$ cat config.mk
export PLATFORM = sky130hd
export DESIGN_NAME = nco_ctrl_regs
export DESIGN_NICKNAME = d
export VERILOG_FILES = /design/src/rtl/nco_regs_pkg.sv /design/src/rtl/nco_stage_bank.sv /design/src/rtl/nco_xfer_reg.sv /design/src/rtl/nco_timer_acc.sv /design/src/rtl/nco_ctrl_regs.sv
export SDC_FILE = /design/constraint.sdc
export NUM_CORES = 1
export LEC_CHECK = 0
export BUFFER_PORTS_ARGS = -buffer_cell sky130_fd_sc_hd__buf_2
export CAP_MARGIN = 25
export CORE_ASPECT_RATIO = 0.8
export CORE_MARGIN = 3
export CORE_UTILIZATION = 25
export CTS_CLUSTER_SIZE = 10
export DETAILED_ROUTE_END_ITERATION = 8
export PLACE_DENSITY = 0.46
export SLEW_MARGIN = 0
export SYNTH_ARGS = -nofsm -noshare
export SYNTH_HDL_FRONTEND = slang
export SYNTH_SLANG_ARGS = --single-unit
$ cat constraint.sdc
create_clock -name clk -period 2.9 [get_ports clk]
set_clock_uncertainty 0.1 [all_clocks]
set_input_delay 0.435 -clock clk [delete_from_list [all_inputs] [get_ports clk]]
set_output_delay 0.435 -clock clk [all_outputs]
set_load 0.02 [all_outputs]
$ cat src/rtl/nco_regs_pkg.sv
package nco_regs_pkg;
  localparam int ADDR_W  = 3;
  localparam int NUM_STG = 7;
  localparam int SLOT_CTR_LO = 0;
  localparam int SLOT_CTR_HI = 1;
  localparam int SLOT_OFS_LO = 2;
  localparam int SLOT_OFS_HI = 3;
  localparam int SLOT_TMR_LO = 4;
  localparam int SLOT_TMR_HI = 5;
  localparam int SLOT_PHS    = 6;
endpackage

$ cat src/rtl/nco_stage_bank.sv
module nco_stage_bank
  import nco_regs_pkg::*;
#(
  parameter int DATA_W = 16
) (
  input  logic                            clk,
  input  logic                            rst_n,
  input  logic                            cs_n,
  input  logic                            we_n,
  input  logic [ADDR_W-1:0]               addr,
  input  logic [DATA_W-1:0]               wdata,
  output logic [NUM_STG-1:0][DATA_W-1:0]  stg_q
);
  logic wr_act;
  assign wr_act = ~cs_n & ~we_n;

  for (genvar i = 0; i < NUM_STG; i++) begin : g_slot
    always_ff @(posedge clk or negedge rst_n) begin
      if (!rst_n)
        stg_q[i] <= '0;
      else if (wr_act && addr == ADDR_W'(i))
        stg_q[i] <= wdata;
    end
  end
endmodule

$ cat src/rtl/nco_xfer_reg.sv
module nco_xfer_reg #(
  parameter int W = 32
) (
  input  logic         clk,
  input  logic         rst_n,
  input  logic         ld_n,
  input  logic [W-1:0] d,
  output logic [W-1:0] q
);
  logic ld_q;

  always_ff @(posedge clk or negedge rst_n) begin
    if (!rst_n) begin
      ld_q <= 1'b0;
      q    <= '0;
    end else begin
      ld_q <= ~ld_n;
      if (ld_q) q <= d;
    end
  end
endmodule

$ cat src/rtl/nco_timer_acc.sv
module nco_timer_acc #(
  parameter int W = 32
) (
  input  logic         clk,
  input  logic         rst_n,
  input  logic         ld_inc_n,
  input  logic         init_n,
  input  logic [W-1:0] inc_d,
  output logic [W-1:0] inc_q,
  output logic         carry_n
);
  logic         ld_q, init_q;
  logic [W-1:0] acc_q, fb;
  logic [W:0]   sum;

  assign fb  = init_q ? '0 : acc_q;
  assign sum = {1'b0, fb} + {1'b0, inc_q};

  always_ff @(posedge clk or negedge rst_n) begin
    if (!rst_n) begin
      ld_q    <= 1'b0;
      init_q  <= 1'b0;
      acc_q   <= '0;
      inc_q   <= '0;
      carry_n <= 1'b1;
    end else begin
      ld_q    <= ~ld_inc_n;
      init_q  <= ~init_n;
      acc_q   <= sum[W-1:0];
      carry_n <= ~sum[W];
      if (ld_q || init_q) inc_q <= inc_d;
    end
  end
endmodule

$ cat src/rtl/nco_ctrl_regs.sv
module nco_ctrl_regs
  import nco_regs_pkg::*;
#(
  parameter int DATA_W = 16
) (
  input  logic                clk,
  input  logic                rst_n,
  input  logic                cs_n,
  input  logic                we_n,
  input  logic [ADDR_W-1:0]   addr,
  input  logic [DATA_W-1:0]   wdata,
  input  logic                ld_ctr_n,
  input  logic                ld_ofs_n,
  input  logic                ld_tmr_n,
  input  logic                ld_phs_n,
  input  logic                tmr_init_n,
  output logic [2*DATA_W-1:0] ctr_freq,
  output logic [2*DATA_W-1:0] ofs_freq,
  output logic [DATA_W-1:0]   phase_ofs,
  output logic [2*DATA_W-1:0] tmr_inc,
  output logic                tmr_carry_n
);
  localparam int WORD_W = 2 * DATA_W;

  logic [NUM_STG-1:0][DATA_W-1:0] stg_q;

  nco_stage_bank #(.DATA_W(DATA_W)) u_stage (
    .clk(clk), .rst_n(rst_n), .cs_n(cs_n), .we_n(we_n),
    .addr(addr), .wdata(wdata), .stg_q(stg_q)
  );

  nco_xfer_reg #(.W(WORD_W)) u_ctr (
    .clk(clk), .rst_n(rst_n), .ld_n(ld_ctr_n),
    .d({stg_q[SLOT_CTR_HI], stg_q[SLOT_CTR_LO]}), .q(ctr_freq)
  );

  nco_xfer_reg #(.W(WORD_W)) u_ofs (
    .clk(clk), .rst_n(rst_n), .ld_n(ld_ofs_n),
    .d({stg_q[SLOT_OFS_HI], stg_q[SLOT_OFS_LO]}), .q(ofs_freq)
  );

  nco_xfer_reg #(.W(DATA_W)) u_phs (
    .clk(clk), .rst_n(rst_n), .ld_n(ld_phs_n),
    .d(stg_q[SLOT_PHS]), .q(phase_ofs)
  );

  nco_timer_acc #(.W(WORD_W)) u_tmr (
    .clk(clk), .rst_n(rst_n), .ld_inc_n(ld_tmr_n), .init_n(tmr_init_n),
    .inc_d({stg_q[SLOT_TMR_HI], stg_q[SLOT_TMR_LO]}),
    .inc_q(tmr_inc), .carry_n(tmr_carry_n)
  );
endmodule

==> summary.txt, run 1 <==
core area: 43600 sq um
violation count after the first detailed-routing iteration: 357
post-layout min period: 2.78 ns
Avg Vias per Cell: 4.34
Die ar.: 47200 sq um
first-pass GRT wire length: 47400 microns
total congestion overflow: 0
crit start category: flip-flop
maximum fanout along the worst path: 4
syn nets: 860
clock tree from TritonCTS: yes
leakage power total: 6.56 nW
Avg Cell Area, Syn: 14.0 sq um
Antenna Violating Nets Remaining: 0
worst min-delay path class: in -> reg
antenna violations before repair: 3
RSZ-0062 raised after global routing: yes
signal arrival time at the worst endpoint: 3.13 ns
Hold Worst Slack: 0.154 ns
number of hold violations in the final report: 0
Post-Synthesis Cells: 799
std cell rows: 68
placed wire-length estimate: 21800 microns
Yosys warning count: 0
CTS Root Cell: sky130_fd_sc_hd__clkbuf_16
count of flip-flops with a built-in enable after synthesis: 0
Final Setup Violations: 0
power density over cell area: 919 nW/um^2
wirelength, routed: 30700 microns
fraction of layout instances using a drive strength above 1: 0.488
# DRC: 0
final-report max-slew violation count: 0
Overall Global Routing Usage: 0.130
type of the worst setup path: reg -> reg
cell depth of the worst flop-to-flop path: 10
Post-layout nets: 1075
number of input and output port buffers inserted: 140
number of clock buffers inserted by TritonCTS: 31
top_reg_cell synth: sky130_fd_sc_hd__dfrtp_1
highest clock rate: 0.360 GHz
outcome: completed
data required time at the worst endpoint: 3.25 ns
Cell Area, Synth: 11200 sq um
routability congestion estimate from global placement: 0.857
deepest clock path buffer count: 3
Clock Pin Slew Worst Setup and Hold Paths: 0.06 ns
Critical Path End: u_tmr.acc_q[31]$_DFF_PN0_
number of primary I/O pins: 141
launch point of the critical path: u_tmr.init_q$_DFF_PN0_
ANT cells: 0
portion of the post-synthesis area used by sequential elements: 0.587
Layout Area Growth over Synthesis: 26.5%
Yosys reg bits: 262
headroom to the max-slew limit: 0.451
first-pass iteration count of the detailed router: 4
worst reg2reg setup slack: 0.12 ns
vertical die dimension: 195 microns
type of element capturing the critical path: flip-flop
post-synth cell types: 51
initial standard-cell utilization of the core: 0.256
slew at the pin closest to its max-slew limit: 0.824 ns
endpoint of the worst register-to-register path: u_tmr.acc_q[31]$_DFF_PN0_
Clock Latency Late Sink: 0.58 ns
number of global-route vias before repair: 7419
Die Span X: 242 microns
reg-to-reg startpoint: u_tmr.init_q$_DFF_PN0_
largest net degree at the start of global routing: 77
total number of vias: 7028
final period utilization: 0.958
fraction of registers with async set/reset: 1.00
worst voltage drop across the vdd grid: 415 uV
average wire per cell in the routed design: 19.0 microns
count of clock tree sinks: 262
max-cap viol count: 0
end-of-flow core utilization: 0.324
H-tree depth: 1
## per-layer routing
metal | part of all wire | wire length, microns | global-route usage
met2 | 0.40 | 12400 | 0.183
met1 | 0.50 | 15500 | 0.195
met3 | 0.077 | 2350 | 0.0412
met4 | 0.018 | 538 | 0.0245
met5 | 0 | 0 | 0
## timing repair
item	CTS	global route
hold endpoints to repair	74	0
endpoints found under the setup margin	0	12
hold buffers	6	0
gates resized for setup	0	26
setup buffers	0	0
## per-stage QoR
stage	power (mW)	std cells	area, sq um	setup slack [ns]	TNS, ns
floorplan	7.75	799	11200	0.0809	0
global placement	9.43	1570	13100	0.0109	0
detailed placement	9.44	1570	13100	0.0310	0
CTS	13.1	1620	14000	0.0130	0
global route	13.8	1620	14100	-0.0306	-0.0306
finish	13.0	1620	14100	0.122	0
## cells in the final DEF (no fill, tap or decap), types with 5 or more instances in the layout
cell type                       synthesis  layout
sky130_fd_sc_hd__o21bai_1               6       6
sky130_fd_sc_hd__nor2_1                17      16
sky130_fd_sc_hd__nand3_1                6       6
sky130_fd_sc_hd__nand4_1                5       5
sky130_fd_sc_hd__dlygate4sd3_1          0       6
sky130_fd_sc_hd__xor2_1                10      10
sky130_fd_sc_hd__buf_4                  0      64
sky130_fd_sc_hd__mux2_2               224     224
sky130_fd_sc_hd__clkbuf_1              23       7
sky130_fd_sc_hd__ha_1                  32      29
sky130_fd_sc_hd__o21ai_0                5       5
sky130_fd_sc_hd__a21oi_2                2       8
sky130_fd_sc_hd__xnor2_1               19      19
sky130_fd_sc_hd__dfrtp_1              261     261
sky130_fd_sc_hd__clkbuf_16              0      31
sky130_fd_sc_hd__nor2b_1               36      32
sky130_fd_sc_hd__a21oi_1               36      29
sky130_fd_sc_hd__buf_2                  3     139
sky130_fd_sc_hd__nand2_1               25      25
sky130_fd_sc_hd__a21o_1                15      15
sky130_fd_sc_hd__inv_1                 11      11
## sequential cells by signal, indices dropped and copies added (netlist names)
signal	flops
u_phs.ld_q	1
u_tmr.carry_n	1
u_tmr.inc_q	32
u_ctr.ld_q	1
u_ofs.ld_q	1
u_ctr.q	32
u_stage.stg_q	112
u_tmr.init_q	1
u_tmr.acc_q	32
u_phs.q	16
u_tmr.ld_q	1
u_ofs.q	32
## cell type report
class / instances / area, sq um
repair buffers: 214 / 1330
multi-input cells: 494 / 4570
inverters: 11 / 41.3
clock buffers: 42 / 857
well taps: 595 / 744
clock inverters: 2 / 25.0
flip-flops and latches: 262 / 6560
fillers: 4376 / 29500
## cells in the mapped netlist (3+ instances only)
| library cell | instances | share of area |
|---|---|---|
| sky130_fd_sc_hd__nand2_1 | 25 | 0.0084 |
| sky130_fd_sc_hd__and3_1 | 3 | 0.0017 |
| sky130_fd_sc_hd__inv_1 | 11 | 0.0037 |
| sky130_fd_sc_hd__nand4_1 | 5 | 0.0028 |
| sky130_fd_sc_hd__xor2_1 | 10 | 0.0078 |
| sky130_fd_sc_hd__ha_1 | 32 | 0.036 |
| sky130_fd_sc_hd__xnor2_1 | 19 | 0.015 |
| sky130_fd_sc_hd__o21ai_0 | 5 | 0.0022 |
| sky130_fd_sc_hd__a211oi_1 | 4 | 0.0027 |
| sky130_fd_sc_hd__dfrtp_1 | 261 | 0.59 |
| sky130_fd_sc_hd__clkbuf_1 | 23 | 0.0077 |
| sky130_fd_sc_hd__o21ai_1 | 4 | 0.0018 |
| sky130_fd_sc_hd__a21o_1 | 15 | 0.010 |
| sky130_fd_sc_hd__a21oi_1 | 36 | 0.016 |
| sky130_fd_sc_hd__o21bai_1 | 6 | 0.0040 |
| sky130_fd_sc_hd__a31oi_1 | 5 | 0.0028 |
| sky130_fd_sc_hd__nor2b_1 | 36 | 0.020 |
| sky130_fd_sc_hd__buf_1 | 6 | 0.0020 |
| sky130_fd_sc_hd__buf_2 | 3 | 0.0013 |
| sky130_fd_sc_hd__o211ai_1 | 4 | 0.0027 |
| sky130_fd_sc_hd__and2_1 | 3 | 0.0017 |
| sky130_fd_sc_hd__mux2_2 | 224 | 0.23 |
| sky130_fd_sc_hd__nand3_1 | 6 | 0.0027 |
| sky130_fd_sc_hd__nor2_1 | 17 | 0.0057 |
| sky130_fd_sc_hd__o21a_1 | 3 | 0.0020 |
## kinds of logic after synthesis
| logic type | after synthesis | share of synthesized area |
|---|---|---|
| and+or+nand+nor | 104 | 0.0483 |
| xor gates and xnor gates | 29 | 0.0228 |
| adders and majority gates | 33 | 0.0377 |
| buffers and inverters | 43 | 0.0148 |
| DFF | 262 | 0.587 |
| muxes | 224 | 0.226 |
| AOI/OAI and AO/OA | 104 | 0.0631 |
## power by group
group | internal [mW] | switching, mW | total [mW]
Clock | 2.02 | 1.49 | 3.51
Sequential | 4.69 | 0.531 | 5.22
Combinational | 1.95 | 2.30 | 4.25
Total | 8.66 | 4.32 | 13.0
## worst max-delay path: stages, from the launching register on
cell and delay (ns):
sky130_fd_sc_hd__dfrtp_1 0.40, sky130_fd_sc_hd__buf_4 0.16, sky130_fd_sc_hd__nor2b_2 0.16, sky130_fd_sc_hd__ha_1 0.26
sky130_fd_sc_hd__a211o_1 0.31, sky130_fd_sc_hd__a21oi_2 0.19, sky130_fd_sc_hd__a21oi_2 0.10, sky130_fd_sc_hd__a211oi_2 0.33
sky130_fd_sc_hd__o21ai_2 0.15, sky130_fd_sc_hd__and3b_1 0.18, sky130_fd_sc_hd__or3_1 0.31
## worst min-delay path by stage
stage	from	endpoint	slack, ns	depth (start not counted)
finish	wdata[1]	u_stage.stg_q[65]$_DFFE_PN0P_	0.15	2
global route	wdata[1]	u_stage.stg_q[1]$_DFFE_PN0P_	0.15	2
CTS	wdata[1]	u_stage.stg_q[49]$_DFFE_PN0P_	0.12	2
detailed placement	rst_n	u_tmr.acc_q[1]$_DFF_PN0_	0.39	1
global placement	u_stage.stg_q[40]$_DFFE_PN0P_	u_ofs.q[8]$_DFFE_PN0P_	0.38	1
floorplan	rst_n	u_ctr.ld_q$_DFF_PN0_	0.04	0
Note: power is estimated with default switching activity, not from simulation.
==> inputs of run 2 (changes only) <==
--- a/config.mk
+++ b/config.mk
@@ -12,7 +12,8 @@
 export CORE_UTILIZATION = 25
 export CTS_CLUSTER_SIZE = 10
 export DETAILED_ROUTE_END_ITERATION = 8
-export PLACE_DENSITY = 0.46
+export PLACE_DENSITY = 0.45
+export REMOVE_ABC_BUFFERS = 1
 export SLEW_MARGIN = 0
 export SYNTH_ARGS = -nofsm -noshare
 export SYNTH_HDL_FRONTEND = slang
==> constraint.sdc (replaced) <==
create_clock -name clk -period 2.7 [get_ports clk]
set_clock_uncertainty 0.1 [all_clocks]
set_input_delay 0.405 -clock clk [delete_from_list [all_inputs] [get_ports clk]]
set_output_delay 0.405 -clock clk [all_outputs]
set_load 0.02 [all_outputs]
==> summary.txt, run 2 (synthesis results as in run 1) <==
Clock Pin Slew Worst Setup and Hold Paths: 0.06 ns
headroom to the max-slew limit: 0.552
post-layout min period: 2.78 ns
total congestion overflow: 0
core area: 43600 sq um
final standard cell area without fillers: 15200 sq um
Final Setup Violations: 3
largest net degree at the start of global routing: 75
final-report max-slew violation count: 0
RSZ-0062 raised after global routing: yes
flip-flop count of the largest register, all copies and words added: 112
CTS Root Cell: sky130_fd_sc_hd__clkbuf_16
Post-layout nets: 1150
initial standard-cell utilization of the core: 0.256
Antenna Violating Nets Remaining: 0
number of input and output port buffers inserted: 140
outcome: finished, violations left
Layout Area Growth over Synthesis: 35.8%
Die ar.: 47200 sq um
Avg Vias per Cell: 4.39
total number of vias: 7455
vertical die dimension: 195 microns
max-cap viol count: 0
std cell rows: 68
violation count after the first detailed-routing iteration: 346
number of global-route vias before repair: 7794
average wire per cell in the routed design: 18.4 microns
number of hold violations in the final report: 0
Post-DP Area: 13500 sq um
slew at the pin closest to its max-slew limit: 0.672 ns
signal arrival time at the worst endpoint: 3.07 ns
fill cell count: 4290
highest clock rate: 0.360 GHz
# DRC: 0
leakage power total: 7.07 nW
antenna violations before repair: 1
H-tree depth: 2
deepest clock path buffer count: 3
violations in the final reports: negative setup slack
type of the worst setup path: reg -> reg
type of element capturing the critical path: flip-flop
crit start category: flip-flop
power density over cell area: 999 nW/um^2
worst voltage drop across the vdd grid: 443 uV
final period utilization: 1.03
placed wire-length estimate: 21800 microns
number of primary I/O pins: 141
first-pass GRT wire length: 48400 microns
commonest cells after routing, fill and taps aside: sky130_fd_sc_hd__dfrtp_1 (258), sky130_fd_sc_hd__mux2_2 (224), sky130_fd_sc_hd__buf_2 (139)
end-of-flow core utilization: 0.347
most common cell after layout, fill and taps aside: sky130_fd_sc_hd__dfrtp_1
routability congestion estimate from global placement: 0.830
final critical-path setup slack: -0.0816 ns
count of clock tree sinks: 262
setup_tns: -0.112 ns
data required time at the worst endpoint: 2.99 ns
Die Span X: 242 microns
clock tree from TritonCTS: yes
wirelength, routed: 31200 microns
worst min-delay path class: in -> reg
first-pass iteration count of the detailed router: 4
fraction of layout instances using a drive strength above 1: 0.557
Clock Latency Late Sink: 0.52 ns
number of clock buffers inserted by TritonCTS: 34
maximum fanout along the worst path: 4
Overall Global Routing Usage: 0.133
register with the most flip-flops: u_stage.stg_q
-- run 2: timing repair --
action | in CTS | in global routing
gates resized for setup | 34 | 54
hold buffers | 6 | 0
cloned | 1 | 0
setup endpoints to repair | 10 | 17
pin swaps | 27 | 27
endpoints found under the hold margin | 71 | 0
setup buffers | 9 | 8
-- run 2: final timing paths --
check                           slack, ns                           from  cells after the start                           end
worst max-delay path                -0.08         u_tmr.init_q$_DFF_PN0_                     11     u_tmr.acc_q[29]$_DFF_PN0_
worst min-delay path                 0.17                       wdata[4]                      2  u_stage.stg_q[4]$_DFFE_PN0P_
worst max register to register      -0.08         u_tmr.init_q$_DFF_PN0_                     11     u_tmr.acc_q[29]$_DFF_PN0_
worst min register to register       0.39  u_stage.stg_q[13]$_DFFE_PN0P_                      1       u_ctr.q[13]$_DFFE_PN0P_
max in group asynchronous            1.38                          rst_n                      3       u_tmr.carry_n$_DFF_PN1_
min in group asynchronous            0.40                          rst_n                      2        u_tmr.init_q$_DFF_PN0_
-- run 2: metrics by stage --
stage	hold slack [ns]	setup slack, ns	std cells	total power [mW]
final	0.172	-0.0816	1700	15.1
after global placement	0.363	-0.123	1624	10.4
after CTS	0.138	-0.00578	1691	15.0
after global routing	0.160	-0.113	1699	16.1
after detailed placement	0.366	-0.134	1624	10.5
after floorplan	0.00941	-0.386	767	8.32
-- run 2: area by class of cell --
type,count,area (sq um),share of cell area
sequential,262,6560,0.433
multi-input combinational,494,4820,0.318
clock buffer,45,953,0.0629
inverter,11,41.3,0.00272
timing repair buffer,286,1970,0.130
antenna,1,2.50,0.000165
clock inverter,6,56.3,0.00371
tap,595,744,0.0491
-- run 2: power by group --
group	switching (mW)	internal, mW
Sequential	0.575	5.04
Clock	1.68	2.46
Combinational	2.71	2.67
Total	4.96	10.2
-- run 2: critical path: stages, from the launching register on --
cell and delay, ns:
sky130_fd_sc_hd__dfrtp_2 0.45, sky130_fd_sc_hd__clkbuf_16 0.18, sky130_fd_sc_hd__nor2b_4 0.13, sky130_fd_sc_hd__ha_4 0.21, sky130_fd_sc_hd__buf_6 0.11, sky130_fd_sc_hd__o211a_1 0.25
sky130_fd_sc_hd__a21oi_4 0.19, sky130_fd_sc_hd__a21oi_4 0.10, sky130_fd_sc_hd__o211ai_1 0.33, sky130_fd_sc_hd__a311o_1 0.32, sky130_fd_sc_hd__a31oi_2 0.12, sky130_fd_sc_hd__xor2_1 0.17
-- run 2: layer usage --
metal  share of wire  GRT usage  vias to the layer above  routed length [microns]
li1                -          -                     3442                        -
met3           0.054     0.0325                       37                     1690
met4           0.019     0.0358                        0                      585
met5               0          0                        -                        0
met1            0.50      0.194                     3818                    15700
met2            0.42      0.194                      158                    13300
